===== src/rtl/ctlport_pkg.sv =====
package ctlport_pkg;

  // Strobes passed from the frame controller to the datapath, one cycle wide.
  typedef struct packed {
    logic frameStart;  // frame line became active
    logic shiftEn;     // rising serial clock inside a frame
    logic outUpd;      // falling serial clock inside a frame
    logic frameEnd;    // frame line became inactive
    logic commit;      // frameEnd with a full word collected
  } ctl_strobe_t;

  typedef enum logic {
    DIR_WRITE = 1'b0,
    DIR_READ  = 1'b1
  } dir_e;

endpackage


===== src/rtl/ctlport_sync.sv =====
module ctlport_sync #(
  parameter int WIDTH = 3,
  parameter int STAGES = 2,
  parameter logic [WIDTH-1:0] RESET_VAL = '0
) (
  input  logic             clk,
  input  logic             rstN,
  input  logic [WIDTH-1:0] din,
  output logic [WIDTH-1:0] dout
);

  localparam int CHAIN_W = WIDTH * STAGES;

  logic [CHAIN_W-1:0] chain;

  generate
    if (STAGES == 1) begin : g_single
      always_ff @(posedge clk or negedge rstN) begin
        if (!rstN) chain <= RESET_VAL;
        else       chain <= din;
      end
    end else begin : g_multi
      always_ff @(posedge clk or negedge rstN) begin
        if (!rstN) chain <= {STAGES{RESET_VAL}};
        else       chain <= {chain[CHAIN_W-WIDTH-1:0], din};
      end
    end
  endgenerate

  assign dout = chain[CHAIN_W-1 -: WIDTH];

endmodule


===== src/rtl/ctlport_ctrl.sv =====
module ctlport_ctrl
  import ctlport_pkg::*;
#(
  parameter int FRAME_BITS = 16,
  localparam int CNT_W = $clog2(FRAME_BITS + 1)
) (
  input  logic             clk,
  input  logic             rstN,
  input  logic             sClk,
  input  logic             sFrameN,
  output ctl_strobe_t      st,
  output logic [CNT_W-1:0] bitCnt
);

  localparam logic [CNT_W-1:0] FULL = CNT_W'(FRAME_BITS);

  logic clkPrev;
  logic framePrev;
  logic active;
  logic riseS;
  logic fallS;

  always_ff @(posedge clk or negedge rstN) begin
    if (!rstN) begin
      clkPrev   <= 1'b0;
      framePrev <= 1'b1;
    end else begin
      clkPrev   <= sClk;
      framePrev <= sFrameN;
    end
  end

  assign active = ~sFrameN;
  assign riseS  = sClk & ~clkPrev & active;
  assign fallS  = ~sClk & clkPrev & active;

  always_comb begin
    st            = '0;
    st.frameStart = active & framePrev;
    st.frameEnd   = sFrameN & ~framePrev;
    st.shiftEn    = riseS;
    st.outUpd     = fallS;
    st.commit     = st.frameEnd & (bitCnt == FULL);
  end

  // Saturating count of rising edges in the current frame.
  always_ff @(posedge clk or negedge rstN) begin
    if (!rstN) begin
      bitCnt <= '0;
    end else if (st.frameStart) begin
      bitCnt <= riseS ? CNT_W'(1) : '0;
    end else if (riseS && bitCnt != FULL) begin
      bitCnt <= bitCnt + CNT_W'(1);
    end
  end

endmodule


===== src/rtl/ctlport_dpath.sv =====
module ctlport_dpath
  import ctlport_pkg::*;
#(
  parameter int ADDR_W = 4,
  parameter int DATA_W = 10,
  parameter int SRST_ADDR = 0,
  parameter int SRST_BIT = 9,
  localparam int FRAME_BITS = ADDR_W + 2 + DATA_W,
  localparam int NUM_REGS = 1 << ADDR_W,
  localparam int FLAT_W = NUM_REGS * DATA_W
) (
  input  logic              clk,
  input  logic              rstN,
  input  ctl_strobe_t       st,
  input  logic              sIn,
  output logic              serOut,
  output logic              serOutEn,
  output logic [FLAT_W-1:0] regFlat,
  output logic              swResetPulse
);

  localparam int DIR_POS = DATA_W + 1;

  logic [FRAME_BITS-1:0] shReg;
  logic [ADDR_W-1:0]     cmdAddr;
  dir_e                  cmdDir;
  logic [DATA_W-1:0]     cmdData;
  logic [DATA_W-1:0]     rdData;
  logic                  doWrite;
  logic                  doRead;
  logic                  wantReset;

  assign cmdAddr   = shReg[FRAME_BITS-1 -: ADDR_W];
  assign cmdDir    = dir_e'(shReg[DIR_POS]);
  assign cmdData   = shReg[DATA_W-1:0];
  assign doWrite   = st.commit & (cmdDir == DIR_WRITE);
  assign doRead    = st.commit & (cmdDir == DIR_READ);
  assign wantReset = doWrite & (cmdAddr == ADDR_W'(SRST_ADDR)) & cmdData[SRST_BIT];
  assign rdData    = regFlat[cmdAddr*DATA_W +: DATA_W];

  // Register set, one storage element per address.
  generate
    for (genvar k = 0; k < NUM_REGS; k++) begin : g_reg
      logic [DATA_W-1:0] regVal;
      logic              wrHit;
      assign wrHit = doWrite & (cmdAddr == ADDR_W'(k));
      always_ff @(posedge clk or negedge rstN) begin
        if (!rstN)          regVal <= '0;
        else if (wantReset) regVal <= '0;
        else if (wrHit)     regVal <= cmdData;
      end
      assign regFlat[k*DATA_W +: DATA_W] = regVal;
    end
  endgenerate

  // Shift register: serial capture, or reload with a read response.
  always_ff @(posedge clk or negedge rstN) begin
    if (!rstN) begin
      shReg <= '0;
    end else if (doRead) begin
      shReg <= {cmdAddr, 1'b1, 1'b0, rdData};
    end else if (st.shiftEn) begin
      shReg <= {shReg[FRAME_BITS-2:0], sIn};
    end
  end

  // Output bit and pad enable.
  always_ff @(posedge clk or negedge rstN) begin
    if (!rstN) begin
      serOut   <= 1'b0;
      serOutEn <= 1'b0;
    end else begin
      if (st.frameStart || st.outUpd) serOut <= shReg[FRAME_BITS-1];
      if (st.frameStart)    serOutEn <= 1'b1;
      else if (st.frameEnd) serOutEn <= 1'b0;
    end
  end

  always_ff @(posedge clk or negedge rstN) begin
    if (!rstN) swResetPulse <= 1'b0;
    else       swResetPulse <= wantReset;
  end

endmodule


===== src/rtl/ctlport_regfile.sv =====
module ctlport_regfile
  import ctlport_pkg::*;
#(
  parameter int ADDR_W = 4,
  parameter int DATA_W = 10,
  parameter int SYNC_STAGES = 2,
  parameter int SRST_ADDR = 0,
  parameter int SRST_BIT = 9,
  localparam int FRAME_BITS = ADDR_W + 2 + DATA_W,
  localparam int NUM_REGS = 1 << ADDR_W,
  localparam int FLAT_W = NUM_REGS * DATA_W,
  localparam int CNT_W = $clog2(FRAME_BITS + 1)
) (
  input  logic              clk,
  input  logic              rstN,
  input  logic              serClk,
  input  logic              serFrameN,
  input  logic              serIn,
  output logic              serOut,
  output logic              serOutEn,
  output logic [FLAT_W-1:0] regFlat,
  output logic              swResetPulse
);

  logic [2:0]       syncOut;
  ctl_strobe_t      st;
  logic [CNT_W-1:0] bitCnt;

  // Pin order in the synchronizer: {frame, clock, data}; frame idles high.
  ctlport_sync #(
    .WIDTH(3),
    .STAGES(SYNC_STAGES),
    .RESET_VAL(3'b100)
  ) u_sync (
    .clk (clk),
    .rstN(rstN),
    .din ({serFrameN, serClk, serIn}),
    .dout(syncOut)
  );

  ctlport_ctrl #(
    .FRAME_BITS(FRAME_BITS)
  ) u_ctrl (
    .clk    (clk),
    .rstN   (rstN),
    .sClk   (syncOut[1]),
    .sFrameN(syncOut[2]),
    .st     (st),
    .bitCnt (bitCnt)
  );

  ctlport_dpath #(
    .ADDR_W   (ADDR_W),
    .DATA_W   (DATA_W),
    .SRST_ADDR(SRST_ADDR),
    .SRST_BIT (SRST_BIT)
  ) u_dpath (
    .clk         (clk),
    .rstN        (rstN),
    .st          (st),
    .sIn         (syncOut[0]),
    .serOut      (serOut),
    .serOutEn    (serOutEn),
    .regFlat     (regFlat),
    .swResetPulse(swResetPulse)
  );

endmodule


===== config.mk =====
export PLATFORM = sky130hd
export DESIGN_NAME = ctlport_regfile
export DESIGN_NICKNAME = d
export VERILOG_FILES = /design/src/rtl/ctlport_pkg.sv /design/src/rtl/ctlport_sync.sv /design/src/rtl/ctlport_ctrl.sv /design/src/rtl/ctlport_dpath.sv /design/src/rtl/ctlport_regfile.sv
export SDC_FILE = /design/constraint.sdc
export NUM_CORES = 1
export LEC_CHECK = 0
export BUFFER_PORTS_ARGS = -buffer_cell sky130_fd_sc_hd__buf_2
export CAP_MARGIN = 20
export CORE_MARGIN = 10
export CORE_UTILIZATION = 43
export CTS_BUF_LIST = sky130_fd_sc_hd__clkbuf_4 sky130_fd_sc_hd__clkbuf_8
export DETAILED_ROUTE_END_ITERATION = 16
export PLACE_DENSITY = 0.67
export SETUP_SLACK_MARGIN = 0.02
export SLEW_MARGIN = 20
export SYNTH_ARGS = -nofsm -noshare
export SYNTH_HDL_FRONTEND = slang
export SYNTH_SLANG_ARGS = --single-unit

===== constraint.sdc =====
create_clock -name clk -period 1.9 [get_ports clk]
set_clock_uncertainty 0.05 [all_clocks]
set_input_delay 0.19 -clock clk [delete_from_list [all_inputs] [get_ports clk]]
set_output_delay 0.19 -clock clk [all_outputs]
set_load 0.1 [all_outputs]

==> impl_metrics.env, run 1 <==
export IMPL_status="finished with violations"
export IMPL_violations="negative setup slack"
export IMPL_ys_seq_area_share_pct=51.9
export IMPL_fin_ws_ps=-132
export IMPL_max_cap_violations=0
export IMPL_ys_flop_type="dfrtp_1"
export IMPL_power_total_uw=9980
export IMPL_finalHoldViolations=0
export IMPL_tightest_slew_ps=748
export IMPL_slew_limit_headroom_pct=50.1
export IMPL_syn_area_per_cell_sq_um=12.5
export IMPL_ff2ff_setup_slack_ps=-130
export IMPL_ys_warn_count=0
export IMPL_synthSimpleGateAreaFrac_pct=10.5
export IMPL_avgViaCountPerCell=5.58
export IMPL_synthDistinctLibCells=52
export IMPL_grt_setup_unrepaired="yes"
export IMPL_fin_crit_ps=2030
export IMPL_synth_top_family_by_area="multiplexers"
export IMPL_antenna_found_initial=0
export IMPL_grt_overflow=0
export IMPL_gp_congestion=0.857
export IMPL_drive_above_1_share_pct=42.8
export IMPL_wl_um=29900
export IMPL_most_common_layout_cells="187 x dfrtp_1, 166 x buf_2, 140 x mux2i_1"
export IMPL_die_w_um=167
export IMPL_cts_tree="built"
export IMPL_synth_edff_count=0
export IMPL_fp_row_count=53
export IMPL_critPathKind="flip-flop to flip-flop"
export IMPL_remaining_drc_errors=0
export IMPL_dp_cells=1208
export IMPL_detail_route_wl_per_cell_um=23.5
export IMPL_synthMuxAreaShare_pct=29.0
export IMPL_drv_slew=0
export IMPL_core_area_sq_mm=0.0211
export IMPL_firstDrtPassIters=5
export IMPL_reg2reg_depth=8
export IMPL_grt_pass1_vias=7203
export IMPL_clk_latency_ps=480
export IMPL_htreeDepth=4
export IMPL_synth_xor_area_share_pct=0.283
export IMPL_die_area_sq_mm=0.0278
export IMPL_crit_fanout=8
export IMPL_grt_max_degree=45
export IMPL_num_vias=7097
export IMPL_finalCritPeriodShare_pct=107
export IMPL_worstReg2RegStart="u_sync.chain[5]"
export IMPL_final_common_cell="dfrtp_1"
export IMPL_arrival_ps=2360
export IMPL_ant_nets=0
export IMPL_synth_seq_cells=192
export IMPL_hold_path_class="primary input to async pin"
export IMPL_start_util_pct=44.0
export IMPL_worstSetupStartpointType="flip-flop"
export IMPL_drt_iter0_markers=649
export IMPL_synth_cells=742
export IMPL_fp_dieH_um=167
export IMPL_max_freq_ghz=0.492
export IMPL_area_delta_synth_final_pct=32.8
export IMPL_synth_async_reset_ratio_pct=100
export IMPL_hold_slack_ps=126
export IMPL_power_density_mw_per_mm2=811
export IMPL_fin_util_pct=58.4
export IMPL_grt_first_pass_wirelength_um=45100
export IMPL_clk_pin_slew_worst_paths_ps=120
export IMPL_syn_area_sq_mm=0.00927
export IMPL_finalNetCount=993
export IMPL_root_buffer="clkbuf_8"
export IMPL_dp_hpwl_um=20400
export IMPL_setup_violations=160
export IMPL_syn_num_nets=751
export IMPL_synth_compound_area_share_pct=3.75
export IMPL_cts_buffers=17
export IMPL_peakVddDrop_mv=0.604
export IMPL_clock_sinks=192
export IMPL_pin_count=168
export IMPL_timing_rr_end="u_dpath.g_reg[4].regVal[7]"
export IMPL_end_kind="flip-flop"
export IMPL_port_buffers=167
export IMPL_diodes=0
export IMPL_yosys_area_share_adder_pct=0.540
export IMPL_fillers=1719
export IMPL_cts_buffer_depth=2
export IMPL_grtUsageTotal_pct=20.6
export IMPL_leakage_uw=0.00719
export IMPL_cp_required_ps=2220
export IMPL_instances_no_fill=1272
==> worst max path at each step <==
stage,startpoint,endpoint,slack [ps]
6_report,u_sync.chain[5],u_dpath.g_reg[4].regVal[7],-130
5_1_grt,u_sync.chain[5],u_dpath.g_reg[5].regVal[2],-190
4_1_cts,u_sync.chain[5],u_dpath.g_reg[14].regVal[3],-120
3_5_place_dp,u_ctrl.framePrev,u_dpath.shReg[13],-220
3_3_place_gp,u_ctrl.framePrev,u_dpath.shReg[13],-190
2_1_floorplan,u_sync.chain[5],u_dpath.g_reg[14].regVal[0],-80
==> final cells by class <==
| cell class | instances | area (sq um) | area share [%] |
|---|---|---|---|
| sequential | 192 | 4810 | 39.1 |
| multi-input combinational | 476 | 4290 | 34.9 |
| timing repair buffer | 290 | 2420 | 19.6 |
| tap | 275 | 344 | 2.79 |
| clock buffer | 19 | 255 | 2.07 |
| clock inverter | 13 | 166 | 1.35 |
| inverter | 7 | 26.3 | 0.213 |
==> cells by family after synthesis <==
kind of cell | after synthesis
multiplexers | 213
AND/OR/NAND/NOR | 205
flip-flops | 192
buffers and inverters | 74
AO/OA/AOI/OAI | 51
adder cells (fa/ha/maj) | 4
XOR/XNOR | 3
==> power breakdown <==
group,internal [uW],switching [uW]
registers,4230,238
clock network,1270,1620
logic,1060,1570
==> per-layer routing <==
layer	track usage, %	share of wire [%]
met1	26.6	42
met2	33.8	51
met3	4.61	5.4
met4	6.53	2.1
met5	0	0
==> registers in the layout, summed over array words and instances (netlist names) <==
name                  cells
u_dpath.serOut            1
u_ctrl.bitCnt             5
u_dpath.shReg            16
u_dpath.g.regVal        160
u_dpath.serOutEn          1
u_ctrl.framePrev          1
u_dpath.swResetPulse      1
u_sync.chain              6
u_ctrl.clkPrev            1
==> through the flow <==
stage	setup TNS, ps	setup WS, ps	instance area, sq um
6_report	-11540	-132	12300
5_1_grt	-21920	-193	12300
4_1_cts	-7700	-119	12100
3_5_place_dp	-13530	-219	11100
3_3_place_gp	-11980	-193	11100
2_1_floorplan	-3050	-78.3	9340
==> worst max-delay path: stages (launching register included) <==
cell and delay, ps:
dfstp_2 560, ha_4 110, and4bb_4 300, nand3b_4 90
buf_4 160, nor2_4 170, buf_12 180, bufbuf_16 270
nor2_1 40
==> cell usage after synthesis, types with 3 or more instances <==
| cell | number | area share [%] |
|---|---|---|
| dfrtp_1 | 189 | 51 |
| mux2i_1 | 146 | 16 |
| nor2_1 | 138 | 5.6 |
| mux4_2 | 40 | 9.7 |
| buf_2 | 30 | 1.6 |
| clkbuf_1 | 23 | 0.93 |
| nand4_1 | 16 | 1.1 |
| mux2_2 | 15 | 1.8 |
| nand3_1 | 12 | 0.65 |
| a211oi_1 | 10 | 0.81 |
| buf_4 | 10 | 0.81 |
| o21bai_1 | 10 | 0.81 |
| o22ai_1 | 10 | 0.67 |
| and2_1 | 9 | 0.61 |
| o21ai_0 | 8 | 0.43 |
| inv_1 | 7 | 0.28 |
| mux2_4 | 7 | 1.1 |
| mux2_1 | 5 | 0.61 |
| a21oi_1 | 4 | 0.22 |
| ha_1 | 4 | 0.54 |
| nand2_1 | 4 | 0.16 |
| dfstp_2 | 3 | 0.85 |
| nor2b_1 | 3 | 0.20 |
| nor3b_1 | 3 | 0.24 |
| xor2_1 | 3 | 0.28 |
==> timing repair <==
item,4_1_cts,5_1_grt
gates resized for setup,53,10
cloned,8,4
setup endpoints to repair,173,174
setup buffers,9,8
hold endpoints to repair,193,0
pin swaps,15,2
hold buffers,4,0
No activity file was read; power rests on OpenSTA's default activity.
==> run 2, diff against run 1 <==
- ABC_AREA: default -> 1
- CELL_PAD_IN_SITES_DETAIL_PLACEMENT: default -> 2
- CELL_PAD_IN_SITES_GLOBAL_PLACEMENT: default -> 2
- CORE_UTILIZATION: 43 -> 30
- PLACE_DENSITY: 0.67 -> 0.79
==> run 2 against run 1 <==
Routed wire length up 93%. Non-clock buffer count grew 6. The run still ends with negative setup slack left. Cell count is 61% higher. Critical path type unchanged. Critical endpoint is now u_dpath.g_reg[6].regVal[0]. Design area increased by 11%.
==> impl_metrics.env, run 2 <==
export IMPL_status="finished with violations"
export IMPL_violations="negative setup slack"
export IMPL_worstSetupStartpointType="flip-flop"
export IMPL_cts_tree="built"
export IMPL_yosys_area_top_type_share_pct=47.2
export IMPL_diodes=0
export IMPL_core_area_sq_mm=0.0327
export IMPL_yosys_area_share_adder_pct=0.500
export IMPL_grt_pass1_vias=12371
export IMPL_fin_ws_ps=-204
export IMPL_leakage_uw=0.00767
export IMPL_pin_count=168
export IMPL_synth_compound_area_share_pct=1.47
export IMPL_die_area_sq_mm=0.0411
export IMPL_drv_slew=0
export IMPL_synthDistinctLibCells=28
export IMPL_fp_row_count=66
export IMPL_finalHoldViolations=0
export IMPL_grt_first_pass_wirelength_um=79800
export IMPL_synth_top_family_by_area="simple AND/OR/NAND/NOR gates"
export IMPL_htreeDepth=4
export IMPL_synth_cells=1371
export IMPL_grt_max_degree=75
export IMPL_ys_warn_count=0
export IMPL_drive_above_1_share_pct=29.1
export IMPL_synthTopCellsByArea="dfrtp_1 47%, nand2_1 24%, nand3_1 17%"
export IMPL_finalNetCount=1599
export IMPL_cp_required_ps=2250
export IMPL_end_kind="flip-flop"
export IMPL_setup_violations=160
export IMPL_tightest_slew_ps=965
export IMPL_ys_flop_type="dfrtp_1"
export IMPL_gp_congestion=0.852
export IMPL_grt_setup_unrepaired="yes"
export IMPL_grtUsageTotal_pct=25.3
export IMPL_clk_pin_slew_worst_paths_ps=130
export IMPL_top_regs="u_dpath.g.regVal: 160 flops, u_dpath.shReg: 16 flops, u_sync.chain: 6 flops"
export IMPL_die_w_um=203
export IMPL_fin_crit_ps=2100
export IMPL_critPathKind="flip-flop to flip-flop"
export IMPL_place_area_sq_mm=0.0118
export IMPL_synth_seq_cells=192
export IMPL_ys_seq_area_share_pct=48.0
export IMPL_synthMuxAreaShare_pct=0
export IMPL_fillers=3774
export IMPL_detail_route_wl_per_cell_um=28.1
export IMPL_synthSimpleGateAreaFrac_pct=44.5
export IMPL_final_area_sq_mm=0.0137
export IMPL_hold_path_class="primary input to async pin"
export IMPL_clk_latency_ps=530
export IMPL_avgViaCountPerCell=5.67
export IMPL_power_density_mw_per_mm2=690
export IMPL_final_common_cell="nand2_1"
export IMPL_cts_buffers=17
export IMPL_slew_limit_headroom_pct=35.6
export IMPL_synthTopCellsByCount="632 x nand2_1, 345 x nand3_1, 189 x dfrtp_1"
export IMPL_yosysMostFrequentCell="nand2_1"
export IMPL_area_delta_synth_final_pct=37.0
export IMPL_most_common_layout_cells="606 x nand2_1, 283 x nand3_1, 187 x dfrtp_1"
export IMPL_antenna_found_initial=0
export IMPL_cts_buffer_depth=2
export IMPL_power_total_uw=9470
export IMPL_synth_xor_area_share_pct=0.0875
export IMPL_start_util_pct=30.6
export IMPL_syn_area_per_cell_sq_um=7.30
export IMPL_wl_um=57500
export IMPL_dp_hpwl_um=32200
export IMPL_syn_num_nets=1380
export IMPL_top_register="u_dpath.g.regVal"
export IMPL_fp_dieH_um=203
export IMPL_largest_reg_flops=160
export IMPL_synth_edff_count=0
export IMPL_remaining_drc_errors=0
export IMPL_finalCritPeriodShare_pct=111
export IMPL_max_freq_ghz=0.475
export IMPL_port_buffers=167
export IMPL_syn_area_sq_mm=0.0100
export IMPL_clock_sinks=192
export IMPL_synth_area_leader_cell="dfrtp_1"
export IMPL_synth_async_reset_ratio_pct=100
export IMPL_arrival_ps=2450
export IMPL_drt_iter0_markers=1070
export IMPL_ant_nets=0
export IMPL_num_vias=11605
export IMPL_firstDrtPassIters=5
export IMPL_crit_fanout=20
export IMPL_max_cap_violations=0
export IMPL_peakVddDrop_mv=0.468
export IMPL_root_buffer="clkbuf_8"
export IMPL_grt_overflow=0
-- run 2: cell count changes in the layout (fill, tap and decap cells not counted), sizes merged, moves of 6 or more --
cell	before	now
nand2	4	632
nand3	12	351
mux2i	146	0
nor2	139	29
mux4	40	0
mux2	27	0
inv	13	36
nand4	18	2
o21ai	8	21
a211oi	10	0
and2	10	0
o21bai	10	0
o22ai	10	0
buf	279	285
-- run 2: final timing paths --
path	startpoint	to	slack [ps]	depth (start not counted)
max in group asynchronous	rstN	u_dpath.g_reg[10].regVal[4]	980	3
setup / recovery	u_dpath.shReg[12]	u_dpath.g_reg[6].regVal[0]	-200	9
setup reg to reg	u_dpath.shReg[12]	u_dpath.g_reg[6].regVal[0]	-200	9
hold / removal	rstN	u_dpath.shReg[12]	60	2
min in group clk	serIn	u_sync.chain[0]	260	2
hold reg to reg	u_sync.chain[1]	u_sync.chain[4]	310	0
-- run 2: critical path, stage by stage, from the launching register on --
cell	delay, ps
dfrtp_2	530
buf_12	200
nor2_4	140
nand2_1	130
inv_2	120
nand3_4	120
buf_12	210
clkbuf_16	210
nand3_1	130
nand2_1	100
-- run 2: power breakdown --
part / leakage (uW) / internal [uW] / total, uW / switching (uW)
sequential: 0.00264 / 4170 / 4410 / 235
clock: 0.000199 / 1230 / 2980 / 1760
combinational: 0.00483 / 529 / 2080 / 1550
total: 0.00767 / 5930 / 9470 / 3540
-- run 2: logic make-up (layout without fill, tap and decap cells) --
family,after synthesis,count (layout)
DFF,192,192
and+or+nand+nor,1016,1016
buffers and inverters,130,362
xor gates and xnor gates,1,1
AOI/OAI and AO/OA,28,28
adders and majority gates,4,4
-- run 2: repair_timing --
action | 4_1_cts | 5_1_grt
pin swaps | 12 | 22
setup endpoints to repair | 160 | 180
gates resized for setup | 93 | 103
hold endpoints to repair | 193 | 0
hold buffers | 4 | 0
cloned | 17 | 8
buffers inserted | 16 | 10
-- run 2: through the flow --
stage | utilization (%) | setup slack, ps | hold WS (ps) | setup TNS, ps | cells
final | 42.0 | -204 | 62.9 | -14850 | 2045
after global routing | 42.0 | -215 | 82.4 | -20230 | 2045
after CTS | 40.0 | -46.5 | 63.9 | -392 | 2027
after detailed placement | 36.0 | -132 | 68.9 | -8900 | 1958
after global placement | 36.0 | -14.7 | 60.9 | -114 | 1958
after floorplan | - | 90.9 | -156 | 0 | 1371
-- run 2: final cells by class --
class	instances	area, sq um	area share [%]
Clock buffer	18	248	1.81
Clock inverter	14	153	1.11
Inverter	34	148	1.08
Multi-Input combinational cell	1049	5240	38.2
Sequential cell	192	4810	35.1
Tap cell	442	553	4.03
Timing Repair Buffer	296	2560	18.7
-- run 2: metal layers --
layer / part of all wire [%] / global-route usage, % / routed length (um) / up-vias
met2: 50 / 44.0 / 29000 / 499
met4: 3.9 / 9.38 / 2260 / 0
li1: - / - / - / 4874
met3: 5.8 / 4.86 / 3320 / 135
met5: 0 / 0 / 0 / -
met1: 40 / 30.3 / 23000 / 6097
==> run 3, diff against run 2 <==
- BUFFER_PORTS_ARGS: -buffer_cell sky130_fd_sc_hd__buf_2 -> default
- CORE_UTILIZATION: 30 -> 34
- DONT_BUFFER_PORTS: default -> 1
==> run 3 against run 2 <==
The flow finishes with violations (negative hold slack, negative setup slack). Setup slack lost 140 ps. Sequential share of layout area fell by 2.4 points. Fmax fell by 6.2%. Core utilization up 9.1 points. Non-clock buffer count increased by 5. Global-route usage rose by 7.0 points. First-iteration DRC count grew 25%. Die area is 11% lower. Critical path type unchanged. Critical endpoint is now u_dpath.g_reg[9].regVal[9]. Largest power group unchanged. Highest routed layer is now met5.
==> impl_metrics.env, run 3 (synthesized netlist as in run 2, its figures left out) <==
export IMPL_fp_dieH_um=192
export IMPL_p_sw_uw=3840
export IMPL_peakVddDrop_mv=0.425
export IMPL_hold_path_class="primary input to async pin"
export IMPL_max_cap_violations=0
export IMPL_detail_route_wl_per_cell_um=37.4
export IMPL_worstSetupStartpointType="flip-flop"
export IMPL_ant_nets=0
export IMPL_timing_rr_end="u_dpath.g_reg[9].regVal[9]"
export IMPL_grt_first_pass_wirelength_um=89100
export IMPL_cts_tree="built"
export IMPL_reg2reg_depth=9
export IMPL_root_buffer="clkbuf_8"
export IMPL_finalNetCount=1611
export IMPL_fin_ws_ps=-344
export IMPL_top_regs="u_dpath.g.regVal: 160 flops, u_dpath.shReg: 16 flops, u_sync.chain: 6 flops"
export IMPL_finalHoldViolations=192
export IMPL_slew_limit_headroom_pct=47.8
export IMPL_num_vias=12920
export IMPL_drv_slew=0
export IMPL_status="finished with violations"
export IMPL_fillers=3105
export IMPL_fin_crit_ps=2240
export IMPL_critPathKind="flip-flop to flip-flop"
export IMPL_startpoint="u_sync.chain[5]"
export IMPL_drive_above_1_share_pct=34.1
export IMPL_pre_cts_ws_ps=-164
export IMPL_final_area_sq_mm=0.0147
export IMPL_port_buffers=0
export IMPL_arrival_ps=2570
export IMPL_p_sw_share_pct=39.9
export IMPL_cp_required_ps=2220
export IMPL_clock_sinks=192
export IMPL_largest_reg_flops=160
export IMPL_drt_iter0_markers=1342
export IMPL_area_delta_synth_final_pct=47.2
export IMPL_finalCritPeriodShare_pct=118
export IMPL_p_clk_share_pct=31.7
export IMPL_start_util_pct=34.7
export IMPL_clk_latency_ps=530
export IMPL_crit_fanout=10
export IMPL_clk_pin_slew_worst_paths_ps=130
export IMPL_pwr_share_comb_pct=22.7
export IMPL_violations="negative hold slack, negative setup slack"
export IMPL_dp_hpwl_um=32100
export IMPL_top_register="u_dpath.g.regVal"
export IMPL_setup_violations=171
export IMPL_avgViaCountPerCell=6.46
export IMPL_grt_pass1_vias=13128
export IMPL_crit_end="u_dpath.g_reg[9].regVal[9]"
export IMPL_hold_buffers=3
export IMPL_gp_congestion=0.821
export IMPL_core_area_sq_mm=0.0289
export IMPL_pin_count=168
export IMPL_end_kind="flip-flop"
export IMPL_die_w_um=192
export IMPL_antenna_found_initial=1
export IMPL_cts_buffer_depth=2
export IMPL_place_area_sq_mm=0.0122
export IMPL_wl_um=74700
export IMPL_die_area_sq_mm=0.0367
export IMPL_power_density_mw_per_mm2=654
export IMPL_ff2ff_setup_slack_ps=-340
export IMPL_remaining_drc_errors=0
export IMPL_leakage_uw=0.00778
export IMPL_tightest_slew_ps=784
export IMPL_hold_slack_ps=-706
export IMPL_final_common_cell="nand2_1"
export IMPL_grt_overflow=0
export IMPL_most_common_layout_cells="589 x nand2_1, 227 x nand3_1, 221 x buf_4"
export IMPL_p_int_uw=5790
export IMPL_cts_buffers=17
export IMPL_fin_util_pct=51.1
export IMPL_worstReg2RegStart="u_sync.chain[5]"
export IMPL_htreeDepth=4
export IMPL_grt_max_degree=193
export IMPL_firstDrtPassIters=5
export IMPL_sequentialPowerShare_pct=45.6
export IMPL_grt_setup_unrepaired="yes"
export IMPL_grtUsageTotal_pct=32.3
export IMPL_fp_row_count=62
export IMPL_max_freq_ghz=0.446
-- run 3: changes by cell type in the layout (fill, tap and decap cells not counted), sizes merged, moves of 2 or more --
cell and delta:
clkbuf +7, inv +5, nor2 +4, buf -2
-- run 3: final cells by class --
| type | instances | area (sq um) | share of cell area [%] |
|---|---|---|---|
| clock buffer | 17 | 234 | 1.59 |
| clock inverter | 14 | 145 | 0.985 |
| antenna | 1 | 2.50 | 0.0170 |
| tap | 384 | 480 | 3.26 |
| multi-input combinational | 1054 | 5700 | 38.7 |
| timing repair buffer | 301 | 3180 | 21.6 |
| inverter | 34 | 160 | 1.09 |
| sequential | 192 | 4810 | 32.7 |
| timing repair inverter | 2 | 13.8 | 0.0934 |
-- run 3: routing by layer --
layer / vias up / global-route usage, % / share of wire, % / wire length, um
met5: - / 0 / 0.012 / 9
met3: 429 / 9.19 / 9.7 / 7270
met1: 6628 / 35.9 / 34 / 25600
met4: 2 / 16.7 / 8.6 / 6410
met2: 955 / 55.3 / 47 / 35400
li1: 4906 / - / - / -
-- run 3: repair_timing --
item / 4_1_cts / 5_1_grt
pin swaps: 37 / 64
resized for setup: 101 / 187
endpoints found under the setup margin: 166 / 181
cloned: 15 / 24
endpoints found under the hold margin: 195 / 192
setup buffers: 7 / 20
-- run 3: critical path: stages, from the launching register on --
cell and delay [ps]:
dfstp_2 600, ha_4 160, nand4_4 130, nor2_4 200
buf_12 160, buf_4 140, nand3_1 140, buf_6 210
nand3_1 110, nand2_1 180
-- run 3: power by group through the flow --
stage	Sequential (uW)	Clock (uW)	Combinational (uW)
finish	4400	3050	2190
global route	4400	3170	2180
CTS	4350	2890	1820
detailed placement	4420	0	1720
global placement	4410	0	1650
floorplan	4340	0	851
-- run 3: worst min-delay path by stage --
stage | slack, ps | to | from
global placement | -140 | u_dpath.g_reg[14].regVal[6] | rstN
floorplan | -160 | u_ctrl.bitCnt[0] | rstN
detailed placement | -150 | u_dpath.g_reg[14].regVal[6] | rstN
CTS | -710 | u_dpath.g_reg[14].regVal[6] | rstN
global route | -730 | u_dpath.g_reg[14].regVal[7] | rstN
finish | -710 | u_dpath.g_reg[13].regVal[4] | rstN
-- run 3: through the flow --
stage	power [uW]	std cells	setup TNS [ps]
after floorplan	5190	1371	0
after global placement	6070	1899	-84.2
after detailed placement	6140	1899	-10470
after CTS	9060	1955	-4720
after global routing	9750	1998	-32510
final	9640	1999	-28410
